[src/rtl/bsw_pkg.sv]
package bsw_pkg;
    localparam int NUM_ELEM   = 16;
    localparam int COLS       = 4;
    localparam int CH_PER_DEV = 4;
    localparam int EL_W       = $clog2(NUM_ELEM);
    localparam int COL_W      = $clog2(COLS);
    localparam int CH_W       = $clog2(CH_PER_DEV);
    localparam int DEV_W      = EL_W - CH_W;
    localparam int PHASE_W    = 6;
    localparam int GAIN_W     = 7;
    localparam int RSVD_W     = 7;
    localparam int FRAME_W    = DEV_W + CH_W + PHASE_W + GAIN_W + RSVD_W;
    localparam int ANG_W      = 7;
    localparam int MAX_DEG    = 45;
    localparam int SIN_FRAC   = 8;
    localparam int MAG_W      = SIN_FRAC + 1;
    localparam int SPACING    = 32;
    localparam int W_EDGE     = 76;
    localparam int W_CENTER   = 127;

    typedef struct packed {
        logic [DEV_W-1:0]   dev;
        logic [CH_W-1:0]    ch;
        logic [PHASE_W-1:0] phase;
        logic [GAIN_W-1:0]  gain;
        logic [RSVD_W-1:0]  rsvd;
    } frame_t;
endpackage

[src/rtl/bsw_sine.sv]
module bsw_sine
    import bsw_pkg::*;
(
    input  logic signed [ANG_W-1:0] ang_i,
    output logic signed [MAG_W:0]   sin_o
);
    localparam int IDX_W = $clog2(MAX_DEG + 1);

    function automatic logic [MAX_DEG:0][MAG_W-1:0] build_tab();
        logic [MAX_DEG:0][MAG_W-1:0] t;
        int p;
        for (int d = 0; d <= MAX_DEG; d++) begin
            p    = d * (180 - d);
            t[d] = MAG_W'((4 * (1 << SIN_FRAC) * p) / (40500 - p));
        end
        return t;
    endfunction

    localparam logic [MAX_DEG:0][MAG_W-1:0] SIN_TAB = build_tab();

    logic signed [ANG_W:0] a_ext;
    logic signed [ANG_W:0] mag;
    logic [IDX_W-1:0]      idx;
    logic signed [MAG_W:0] val;

    always_comb begin
        a_ext = (ANG_W+1)'(ang_i);
        mag   = (a_ext < 0) ? -a_ext : a_ext;
        if (mag > $signed((ANG_W+1)'(MAX_DEG))) begin
            mag = $signed((ANG_W+1)'(MAX_DEG));
        end
        idx   = mag[IDX_W-1:0];
        val   = $signed({1'b0, SIN_TAB[idx]});
        sin_o = (a_ext < 0) ? -val : val;
    end
endmodule

[src/rtl/bsw_weight.sv]
module bsw_weight
    import bsw_pkg::*;
(
    input  logic [EL_W-1:0]      elem_i,
    input  logic signed [MAG_W:0] sin_az_i,
    input  logic signed [MAG_W:0] sin_el_i,
    output frame_t               frame_o
);
    localparam int ACC_W = 24;
    localparam int ROW_W = EL_W - COL_W;
    localparam int ROWS  = NUM_ELEM / COLS;

    logic [COL_W-1:0]      col;
    logic [ROW_W-1:0]      row;
    logic signed [ACC_W-1:0] x_s, y_s, acc, shifted;
    logic [7:0]            wc, wr;
    logic [15:0]           wprod;

    always_comb begin
        col     = elem_i[COL_W-1:0];
        row     = elem_i[EL_W-1:COL_W];
        x_s     = $signed(ACC_W'(col) * ACC_W'(SPACING));
        y_s     = $signed(ACC_W'(row) * ACC_W'(SPACING));
        acc     = x_s * ACC_W'(sin_az_i) + y_s * ACC_W'(sin_el_i);
        shifted = acc >>> SIN_FRAC;

        wc = (col == '0 || col == COL_W'(COLS - 1)) ? 8'(W_EDGE) : 8'(W_CENTER);
        wr = (row == '0 || row == ROW_W'(ROWS - 1)) ? 8'(W_EDGE) : 8'(W_CENTER);
        wprod = 16'(wc) * 16'(wr);

        frame_o.dev   = elem_i[EL_W-1:CH_W];
        frame_o.ch    = elem_i[CH_W-1:0];
        frame_o.phase = shifted[PHASE_W-1:0];
        frame_o.gain  = wprod[GAIN_W+6:7];
        frame_o.rsvd  = '0;
    end
endmodule

[src/rtl/bsw_spi_tx.sv]
module bsw_spi_tx #(
    parameter int FRAME_W  = 24,
    parameter int HALF_DIV = 2
) (
    input  logic               clk,
    input  logic               rst_n,
    input  logic               go_i,
    input  logic [FRAME_W-1:0] frame_i,
    output logic               sclk_o,
    output logic               mosi_o,
    output logic               cs_n_o,
    output logic               done_o
);
    localparam int DIV_W = $clog2(HALF_DIV + 1);
    localparam int BIT_W = $clog2(FRAME_W + 1);

    typedef struct packed {
        logic               active;
        logic               sclk;
        logic               cs_n;
        logic               done;
        logic [FRAME_W-1:0] sh;
        logic [BIT_W-1:0]   bitn;
        logic [DIV_W-1:0]   div;
    } tx_t;

    tx_t q, d;

    always_comb begin
        d      = q;
        d.done = 1'b0;
        if (!q.active) begin
            if (go_i) begin
                d.active = 1'b1;
                d.cs_n   = 1'b0;
                d.sclk   = 1'b0;
                d.sh     = frame_i;
                d.bitn   = '0;
                d.div    = '0;
            end
        end else if (q.div == DIV_W'(HALF_DIV - 1)) begin
            d.div = '0;
            if (!q.sclk) begin
                d.sclk = 1'b1;
            end else begin
                d.sclk = 1'b0;
                if (q.bitn == BIT_W'(FRAME_W - 1)) begin
                    d.active = 1'b0;
                    d.cs_n   = 1'b1;
                    d.done   = 1'b1;
                end else begin
                    d.bitn = q.bitn + 1'b1;
                    d.sh   = q.sh << 1;
                end
            end
        end else begin
            d.div = q.div + 1'b1;
        end
    end

    always_ff @(posedge clk) begin
        if (!rst_n) begin
            q        <= '0;
            q.cs_n   <= 1'b1;
        end else begin
            q <= d;
        end
    end

    assign sclk_o = q.sclk;
    assign mosi_o = q.sh[FRAME_W-1];
    assign cs_n_o = q.cs_n;
    assign done_o = q.done;
endmodule

[src/rtl/bsw_beam_seq.sv]
module bsw_beam_seq
    import bsw_pkg::*;
#(
    parameter int HALF_DIV = 2
) (
    input  logic             clk,
    input  logic             rst_n,
    input  logic             start_i,
    input  logic [ANG_W-1:0] az_i,
    input  logic [ANG_W-1:0] el_i,
    output logic             spi_sclk_o,
    output logic             spi_mosi_o,
    output logic             spi_cs_n_o,
    output logic             done_o
);
    typedef enum logic [1:0] {ST_IDLE, ST_LOAD, ST_WAIT} st_e;

    typedef struct packed {
        st_e                   st;
        logic [EL_W-1:0]       elem;
        logic signed [MAG_W:0] saz;
        logic signed [MAG_W:0] sel;
        logic                  go;
        logic                  done;
    } seq_t;

    seq_t q, d;
    logic signed [MAG_W:0] saz_w, sel_w;
    frame_t                frame_w;
    logic                  spi_done_w;

    bsw_sine u_sin_az (.ang_i($signed(az_i)), .sin_o(saz_w));
    bsw_sine u_sin_el (.ang_i($signed(el_i)), .sin_o(sel_w));

    bsw_weight u_weight (
        .elem_i   (q.elem),
        .sin_az_i (q.saz),
        .sin_el_i (q.sel),
        .frame_o  (frame_w)
    );

    bsw_spi_tx #(.FRAME_W(FRAME_W), .HALF_DIV(HALF_DIV)) u_tx (
        .clk     (clk),
        .rst_n   (rst_n),
        .go_i    (q.go),
        .frame_i (frame_w),
        .sclk_o  (spi_sclk_o),
        .mosi_o  (spi_mosi_o),
        .cs_n_o  (spi_cs_n_o),
        .done_o  (spi_done_w)
    );

    always_comb begin
        d      = q;
        d.go   = 1'b0;
        d.done = 1'b0;
        unique case (q.st)
            ST_IDLE: begin
                if (start_i) begin
                    d.saz  = saz_w;
                    d.sel  = sel_w;
                    d.elem = '0;
                    d.st   = ST_LOAD;
                end
            end
            ST_LOAD: begin
                d.go = 1'b1;
                d.st = ST_WAIT;
            end
            ST_WAIT: begin
                if (spi_done_w) begin
                    if (q.elem == EL_W'(NUM_ELEM - 1)) begin
                        d.done = 1'b1;
                        d.st   = ST_IDLE;
                    end else begin
                        d.elem = q.elem + 1'b1;
                        d.st   = ST_LOAD;
                    end
                end
            end
            default: d.st = ST_IDLE;
        endcase
    end

    always_ff @(posedge clk) begin
        if (!rst_n) begin
            q    <= '0;
            q.st <= ST_IDLE;
        end else begin
            q <= d;
        end
    end

    assign done_o = q.done;
endmodule

[config.mk]
export PLATFORM = sky130hd
export DESIGN_NAME = bsw_beam_seq
export DESIGN_NICKNAME = d
export VERILOG_FILES = /design/src/rtl/bsw_pkg.sv /design/src/rtl/bsw_sine.sv /design/src/rtl/bsw_weight.sv /design/src/rtl/bsw_spi_tx.sv /design/src/rtl/bsw_beam_seq.sv
export SDC_FILE = /design/constraint.sdc
export NUM_CORES = 1
export LEC_CHECK = 0
export ABC_AREA = 1
export BUFFER_PORTS_ARGS = -buffer_cell sky130_fd_sc_hd__buf_2
export CAP_MARGIN = 10
export CORE_MARGIN = 10
export CORE_UTILIZATION = 45
export CTS_CLUSTER_SIZE = 16
export DETAILED_ROUTE_END_ITERATION = 8
export PLACE_DENSITY = 0.68
export SLEW_MARGIN = 5
export SYNTH_ARGS = -nofsm -noshare
export SYNTH_HDL_FRONTEND = slang
export SYNTH_SLANG_ARGS = --single-unit
[constraint.sdc]
create_clock -name clk -period 4 [get_ports clk]
set_clock_uncertainty 0.2 [all_clocks]
set_input_delay 0.6 -clock clk [delete_from_list [all_inputs] [get_ports clk]]
set_output_delay 0.6 -clock clk [all_outputs]
set_load 0.01 [all_outputs]
==> results of run 1 <==
## sequential cells by signal (all words and copies together), names as in the netlist
name,count
q,25
u_tx.cs_n_o,1
u_tx.done_o,1
u_tx.q,30
done_o,1
u_tx.sclk_o,1
u_tx.mosi_o,1
## power by group
part | internal [W] | total (W) | switching (W)
Clock | 0.000564 | 0.000834 | 0.000270
Combinational | 0.000191 | 0.000552 | 0.000361
Sequential | 0.000643 | 0.000677 | 0.0000334
## logic make-up after synthesis
logic type	count (synthesis)	share of synthesized area, %
flops	60	21.3
fa+ha+maj	65	14.7
xor+xnor	20	3.11
simple gates	418	33.0
buf+inv	178	12.9
compound gates	144	14.9
## final cells by class
type / count / area [um^2]
Sequential cell: 60 / 1200
Clock inverter: 5 / 83.8
Inverter: 147 / 554
Timing Repair Buffer: 35 / 213
Fill cell: 1273 / 5890
Clock buffer: 11 / 243
Multi-Input combinational cell: 647 / 3710
Tap cell: 168 / 210
## placed cells by master, fill, tap and decap left out, types with 15 or more instances in the layout
cell type	instances
buf_2	20
inv_1	133
a21oi_1	50
nand3_1	70
nand2_1	209
o21ai_0	45
buf_4	15
nor2_1	83
dfxtp_1	60
ha_1	63
## stage by stage
stage                     hold WS, ns  instance area [um^2]  utilization (%)  instances
after floorplan                 0.209                  5630                -        885
after global placement          0.220                  5890             48.7       1057
after detailed placement        0.226                  5890             48.7       1057
after CTS                       0.234                  6220             51.4       1073
after global routing            0.248                  6220             51.4       1073
final                           0.231                  6220             51.4       1073
## metal layers
layer,share of wire [%],vias to the layer above,global-route usage [%]
li1,-,2873,-
met1,49,2309,17.9
met2,46,93,22.7
met3,3.3,14,2.32
met4,1.9,0,5.19
met5,0,-,0
## worst max-delay path, cell delays in order
cell and delay, ns:
buf_2 0.13, inv_2 0.06, ha_1 0.22, nand2_1 0.13, nand2_1 0.06, nand2_1 0.06, nand2_1 0.12, nor2_1 0.12
nand2_1 0.07, nand2_2 0.23, nand2_1 0.19, inv_2 0.16, ha_1 0.20, inv_1 0.05, nand3_1 0.09, nand3_1 0.08
a21oi_1 0.15, nand2_1 0.08, nand2_1 0.06, inv_1 0.05, ha_1 0.19, inv_1 0.07, nor2_1 0.04, nand2_1 0.10
nand3_1 0.07, nand3_1 0.09, nand2_1 0.04
## final timing paths
path | startpoint | end | slack [ns] | depth (start not counted)
max | az_i[0] | q[18] | 0.47 | 27
min | u_tx.q[1] | u_tx.q[1] | 0.23 | 2
max reg2reg | q[23] | u_tx.q[25] | 0.64 | 19
min reg2reg | u_tx.q[1] | u_tx.q[1] | 0.23 | 2
==> impl_metrics.ini, run 1 <==
[run_status]
status = completed

[logic_synthesis]
ys_seq_elements = 60
synthFlopType = dfxtp_1
synth_most_common_cell = nand2_1
yosysSeqAreaShare_pct = 21.3
yosysUniqueCellTypes = 46
ys_warn_count = 0
synth_area_leaders = dfxtp_1 (21%), ha_1 (14%), nand2_1 (14%), inv_1 (8.9%), nand3_1 (6.2%)
synthCells = 885
synth_top_area_share_pct = 21.3
synthArstFlopShare_pct = 0
synth_top_cell_by_area = dfxtp_1
synth_edf_count = 0
postSynthAreaPerCell_um2 = 6.36
synth_nets = 967
syn_area_mm2 = 0.00563
synthTopCellsByCount = nand2_1 (209), inv_1 (133), nor2_1 (83)

[floorplan]
die_area_mm2 = 0.0174
ios = 21
die_height_um = 132
rows = 40
coreArea_mm2 = 0.0121
initial_utilization_pct = 46.5
die_width_um = 132

[place]
dp_slack_ns = 0.145
globalplace.congestion = 0.933
dp_hpwl_mm = 9.12
port_buffers = 20

[timing]
setup_viol = 0
tightest_slew_ns = 0.573
maxSlewViolCount = 0
hold_viol = 0
fin_crit_ns = 3.53
fin_tns_setup_ns = 0
slew-limit-headroom_pct = 61.7
rsz0062_at_grt = false
finalCritPeriodShare_pct = 88.3
setup_slack_ns = 0.467
fmaxAchievable_ghz = 0.283

[cts]
cts_hold_buf = 0
post_cts_buffers = 0
cts_buffer_depth = 2
clk_latency_ns = 0.32
htreeDepth = 3
cts_resized = 0
path_clk_slew_ns = 0.06
cts_tree = built
cts_root_buf = clkbuf_16
numCtsBuffers = 9
cts_sinks = 60

[detailed_routing]
via_count = 5289
drt_first_pass_iters = 6
post_drt_wl_per_cell_um = 11.2
ant_nets = 0
routed_wl_mm = 12.0
drc_errors = 0
via_per_inst = 4.93
drtIter0Drc = 318

[flow_run]
cap_violations = 0

[pwr]
powerDensity_mw_per_mm2 = 332
leakage_nw = 3.40
peakVddDrop_v = 0.000200
power_w = 0.00206

[hold_path]
hold_class = flip-flop to flip-flop

[worst_setup_path]
worstSetupPathType = input pin to flip-flop
start_kind = input pin
crit_required_ns = 4.02
critPathCaptureType = flip-flop
cp.arrival_ns = 3.55
critPathMaxFanout = 13

[grt]
grt_pass1_vias = 4873
grt_max_degree = 34
globalRouteOverflowTotal = 0
grt_usage_pct = 13.9
grt_pass1_wl_mm = 21.6
antenna_found_initial = 0

[final_layout]
nets = 982
area_growth_pct = 10.5
diodes = 0
drive_above_1_share_pct = 11.7
Note: power is estimated with default switching activity, not from simulation.
==> inputs of run 2 (changes only) <==
--- a/config.mk
+++ b/config.mk
@@ -13,6 +13,7 @@
 export CTS_CLUSTER_SIZE = 16
 export DETAILED_ROUTE_END_ITERATION = 8
 export PLACE_DENSITY = 0.68
+export RECOVER_POWER = 25
 export SLEW_MARGIN = 5
 export SYNTH_ARGS = -nofsm -noshare
 export SYNTH_HDL_FRONTEND = slang
==> constraint.sdc (replaced) <==
create_clock -name clk -period 4 [get_ports clk]
set_clock_uncertainty 0.2 [all_clocks]
set_input_delay 0.6 -clock clk [delete_from_list [all_inputs] [get_ports clk]]
set_output_delay 0.6 -clock clk [all_outputs]
set_load 0.02 [all_outputs]
==> impl_metrics.ini, run 2 (synthesis gave the netlist of run 1 again) <==
[pwr]
powerDensity_mw_per_mm2 = 333
netSwitchingPower_w = 0.000665
swShare_pct = 32.3
combPwrFrac_pct = 26.7
peakVddDrop_v = 0.000201
leakage_nw = 3.36
seq_power_share_pct = 32.8
pwr-share-clk_pct = 40.5
p_int_w = 0.00140

[final_layout]
nets = 982
drive_above_1_share_pct = 10.6
largest_register = u_tx.q
largest_reg_flops = 30
fillers = 1280
layout_common_cells = nand2_1 (209), inv_1 (133), nor2_1 (83), nand3_1 (70), ha_1 (63)
area_growth_pct = 10.1
finish.instance_area_mm2 = 0.00619
diodes = 0
reg.largest.list = u_tx.q (30), q (25)
final_common_cell = nand2_1

[worst_setup_path]
crit_path_frequent_cell = nand2_1
critPathSlowestCell = ha_1
worstSetupPathType = input pin to flip-flop
r2r_cells = 19
reg2reg_slack_ns = 0.63
start_kind = input pin
critPathMaxFanout = 13
rr_startpoint = q[23]
critPathCaptureType = flip-flop
crit_required_ns = 4.02
slowest_delay_ns = 0.22
regToRegEndpoint = u_tx.q[25]
cp.arrival_ns = 3.55

[floorplan]
die_width_um = 132
ios = 21
coreArea_mm2 = 0.0121
initial_utilization_pct = 46.5
die_area_mm2 = 0.0174
rows = 40
die_height_um = 132

[timing]
slew-limit-headroom_pct = 18.7
setup_slack_ns = 0.466
setup_viol = 0
fin_tns_setup_ns = 0
fmaxAchievable_ghz = 0.283
tightest_slew_ns = 1.22
rsz0062_at_grt = false
fin_crit_ns = 3.53
hold_viol = 0
finalCritPeriodShare_pct = 88.4
maxSlewViolCount = 0

[place]
globalplace.congestion = 0.933
port_buffers = 20
placed_cell_area_mm2 = 0.00589
dp_slack_ns = 0.145
dp_hpwl_mm = 9.12

[detailed_routing]
drc_errors = 0
via_per_inst = 4.95
via_count = 5306
drt_first_pass_iters = 5
ant_nets = 0
drtIter0Drc = 334
routed_wl_mm = 12.0
post_drt_wl_per_cell_um = 11.2

[grt]
grt_pass1_wl_mm = 21.6
grt_usage_pct = 13.9
antenna_found_initial = 0
globalRouteOverflowTotal = 0
grt_pass1_vias = 4873
grt_max_degree = 34

[cts]
cts_sinks = 60
path_clk_slew_ns = 0.06
cts_resized = 0
cts_root_buf = clkbuf_16
htreeDepth = 3
clk_latency_ns = 0.33
cts_buffer_depth = 2
numCtsBuffers = 9
post_cts_buffers = 0
cts_tree = built
cts_hold_buf = 0

[hold_path]
hold_class = flip-flop to flip-flop
hold_start = u_tx.q[1]
hold_end = u_tx.q[1]
holdPathStages = 2

[run_status]
status = completed

[flow_run]
cap_violations = 0
run 2: cell types whose count changed in the layout (fill, tap and decap cells not counted), sizes merged:
cell | before | now
buf | 35 | 26
clkbuf | 11 | 20
run 2: per-layer routing:
metal,GRT usage [%],up-vias,routed length (um)
met1,17.9,2317,5960
li1,-,2870,-
met2,22.7,105,5390
met5,0,-,0
met3,2.32,14,428
met4,5.19,0,226
run 2: metrics by stage:
step	util [%]	cells	power [W]	hold slack, ns
floorplan	-	885	0.00112	0.209
global placement	48.7	1057	0.00124	0.220
detailed placement	48.7	1057	0.00124	0.226
CTS	51.4	1073	0.00208	0.234
global route	51.1	1073	0.00221	0.248
finish	51.1	1073	0.00206	0.231
run 2: worst max-delay path: cells and delay by family:
kind	cells	cell delay (ns)
simple gates	17	1.63
fa+ha+maj	3	0.61
buf+inv	6	0.52
compound gates	1	0.15
run 2: how the worst max path moves through the flow:
stage | depth (start not counted) | startpoint | endpoint
after floorplan | 23 | el_i[0] | q[4]
after global placement | 27 | az_i[0] | q[18]
after detailed placement | 27 | az_i[0] | q[18]
after CTS | 27 | az_i[0] | q[18]
after global routing | 27 | az_i[0] | q[16]
final | 27 | az_i[0] | q[18]
run 2: cell type report:
class	count	area [um^2]	share of cell area [%]
flip-flops and latches	60	1200	19.4
inverters	147	554	8.95
well taps	168	210	3.39
repair buffers	35	191	3.09
multi-input cells	647	3710	59.9
clock buffers	11	243	3.92
clock inverters	5	83.8	1.35
run 2: power by group through the flow:
stage / clock network (W) / logic (W) / registers, W
after detailed placement: 0 / 0.000552 / 0.000688
after global routing: 0.000881 / 0.000644 / 0.000682
final: 0.000835 / 0.000552 / 0.000677
after global placement: 0 / 0.000553 / 0.000687
after CTS: 0.000850 / 0.000554 / 0.000676
after floorplan: 0 / 0.000447 / 0.000677
==> inputs of run 3 (changes only) <==
--- a/config.mk
+++ b/config.mk
@@ -12,7 +12,7 @@
 export CORE_UTILIZATION = 45
 export CTS_CLUSTER_SIZE = 16
 export DETAILED_ROUTE_END_ITERATION = 8
-export PLACE_DENSITY = 0.68
+export PLACE_DENSITY = 0.7
 export RECOVER_POWER = 25
 export SLEW_MARGIN = 5
 export SYNTH_ARGS = -nofsm -noshare
==> constraint.sdc (replaced) <==
create_clock -name clk -period 3.2 [get_ports clk]
set_clock_uncertainty 0.2 [all_clocks]
set_input_delay 0.48 -clock clk [delete_from_list [all_inputs] [get_ports clk]]
set_output_delay 0.48 -clock clk [all_outputs]
set_load 0.02 [all_outputs]
==> impl_metrics.ini, run 3 (synthesis gave the netlist of run 1 again) <==
[cts]
cts_buffer_depth = 2
cts_hold_buf = 0
cts_tree = built
htreeDepth = 3
cts_root_buf = clkbuf_16
path_clk_slew_ns = 0.06
clk_latency_ns = 0.33
numCtsBuffers = 9
cts_sinks = 60

[worst_setup_path]
start_kind = flip-flop
rr_startpoint = q[22]
regToRegEndpoint = u_tx.q[26]
worstSetupPathType = flip-flop to flip-flop
crit_start = q[22]
crit_end = u_tx.q[26]
r2r_cells = 17
crit_required_ns = 3.26
reg2reg_slack_ns = 0.09
critPathMaxFanout = 7
cp.arrival_ns = 3.17
critPathCaptureType = flip-flop

[hold_path]
hold_class = flip-flop to flip-flop
hold_start = u_tx.q[1]

[grt]
antenna_found_initial = 0
grt_max_degree = 34
globalRouteOverflowTotal = 0
grt_usage_pct = 14.6
grt_pass1_wl_mm = 22.6
grt_pass1_vias = 5186

[pwr]
peakVddDrop_v = 0.000226
powerDensity_mw_per_mm2 = 381
leakage_nw = 3.73

[floorplan]
die_height_um = 132
die_width_um = 132
initial_utilization_pct = 46.5
rows = 40
die_area_mm2 = 0.0174
coreArea_mm2 = 0.0121
ios = 21

[timing]
maxSlewViolCount = 0
slew-limit-headroom_pct = 24.3
setup_viol = 0
fin_crit_ns = 3.11
fin_tns_setup_ns = 0
finalCritPeriodShare_pct = 97.0
tightest_slew_ns = 1.14
rsz0062_at_grt = true
hold_viol = 0
fmaxAchievable_ghz = 0.322

[final_layout]
layout.cells.non_filler = 1148
nets = 1057
drive_above_1_share_pct = 26.3
largest_reg_flops = 30
layout_common_cells = nand2_1 (197), inv_1 (118), buf_4 (88), nor2_1 (75), nand3_1 (67)
reg.largest.list = u_tx.q (30), q (25)
area_growth_pct = 27.7
final_common_cell = nand2_1
diodes = 0
largest_register = u_tx.q

[detailed_routing]
drc_errors = 0
drt_first_pass_iters = 4
via_per_inst = 4.95
via_count = 5687
routed_wl_mm = 13.4
post_drt_wl_per_cell_um = 11.7
drtIter0Drc = 258
ant_nets = 0

[place]
globalplace.congestion = 0.892
port_buffers = 20
dp.cells = 1127
dp_hpwl_mm = 9.84

[run_status]
status = completed

[flow_run]
cap_violations = 0
-- run 3: cell types whose count changed in the layout (fill, tap and decap cells not counted), moves of 6 or more --
cell	delta
a21oi_1	-6
a21oi_2	+6
buf_4	+77
ha_1	-23
ha_2	+9
ha_4	+14
inv_1	-15
inv_2	+15
nand2_1	-12
nand2_2	+11
nor2_1	-8
-- run 3: area by class of cell --
class	count	area [um^2]
clock buffers	10	229
clock inverters	6	88.8
fillers	1128	4930
inverters	147	554
multi-input cells	647	4100
flip-flops and latches	60	1220
well taps	168	210
repair buffers	110	779
-- run 3: metrics by stage --
stage                     instance area [um^2]  hold slack, ns  power (W)  worst slack [ns]  util, %
after floorplan                           5680           0.209    0.00142            0.0128        -
after global placement                    6480           0.219    0.00168            -0.105     53.5
after detailed placement                  6480           0.226    0.00169            -0.147     53.5
after CTS                                 6830           0.238    0.00272           0.00138     56.4
after global routing                      7180           0.265    0.00290           -0.0577     59.3
final                                     7180           0.238    0.00274            0.0947     59.3
-- run 3: per-layer routing --
metal	track usage [%]	wire, um	vias to the layer above
met2	25.1	6560	115
li1	-	-	3034
met3	2.48	460	17
met4	4.57	233	0
met5	0	0	-
met1	18.1	6150	2521
-- run 3: power breakdown --
part	total (W)	leakage, nW	switching [W]	internal [W]
clock	0.00103	0.149	0.000347	0.000681
sequential	0.000845	0.493	0.0000431	0.000802
combinational	0.000864	3.09	0.000503	0.000362
-- run 3: worst min-delay path by stage --
stage	end	slack (ns)	cells after the start
2_1_floorplan	u_tx.q[1]	0.21	2
3_3_place_gp	u_tx.q[1]	0.22	2
3_5_place_dp	u_tx.q[1]	0.23	2
4_1_cts	u_tx.q[1]	0.24	2
5_1_grt	u_tx.q[1]	0.27	2
6_report	u_tx.q[1]	0.24	2
-- run 3: critical path, cell delays in order, from the launching register on --
cell and delay (ns):
dfxtp_4 0.37, buf_4 0.14, nand2_1 0.05, inv_1 0.04
ha_1 0.31, ha_1 0.35, a21oi_1 0.18, and2_4 0.18
xor2_2 0.12, inv_1 0.08, ha_4 0.28, nand2_2 0.05
inv_1 0.06, nand3_1 0.07, o221a_4 0.23, xnor2_2 0.14
nand2_1 0.08, a21oi_2 0.11
-- run 3: repair_timing --
action	CTS	global route
resized for setup	12	77
buffers inserted	0	5
endpoints found under the hold margin	0	0
setup endpoints to repair	2	17
pin swaps	3	37
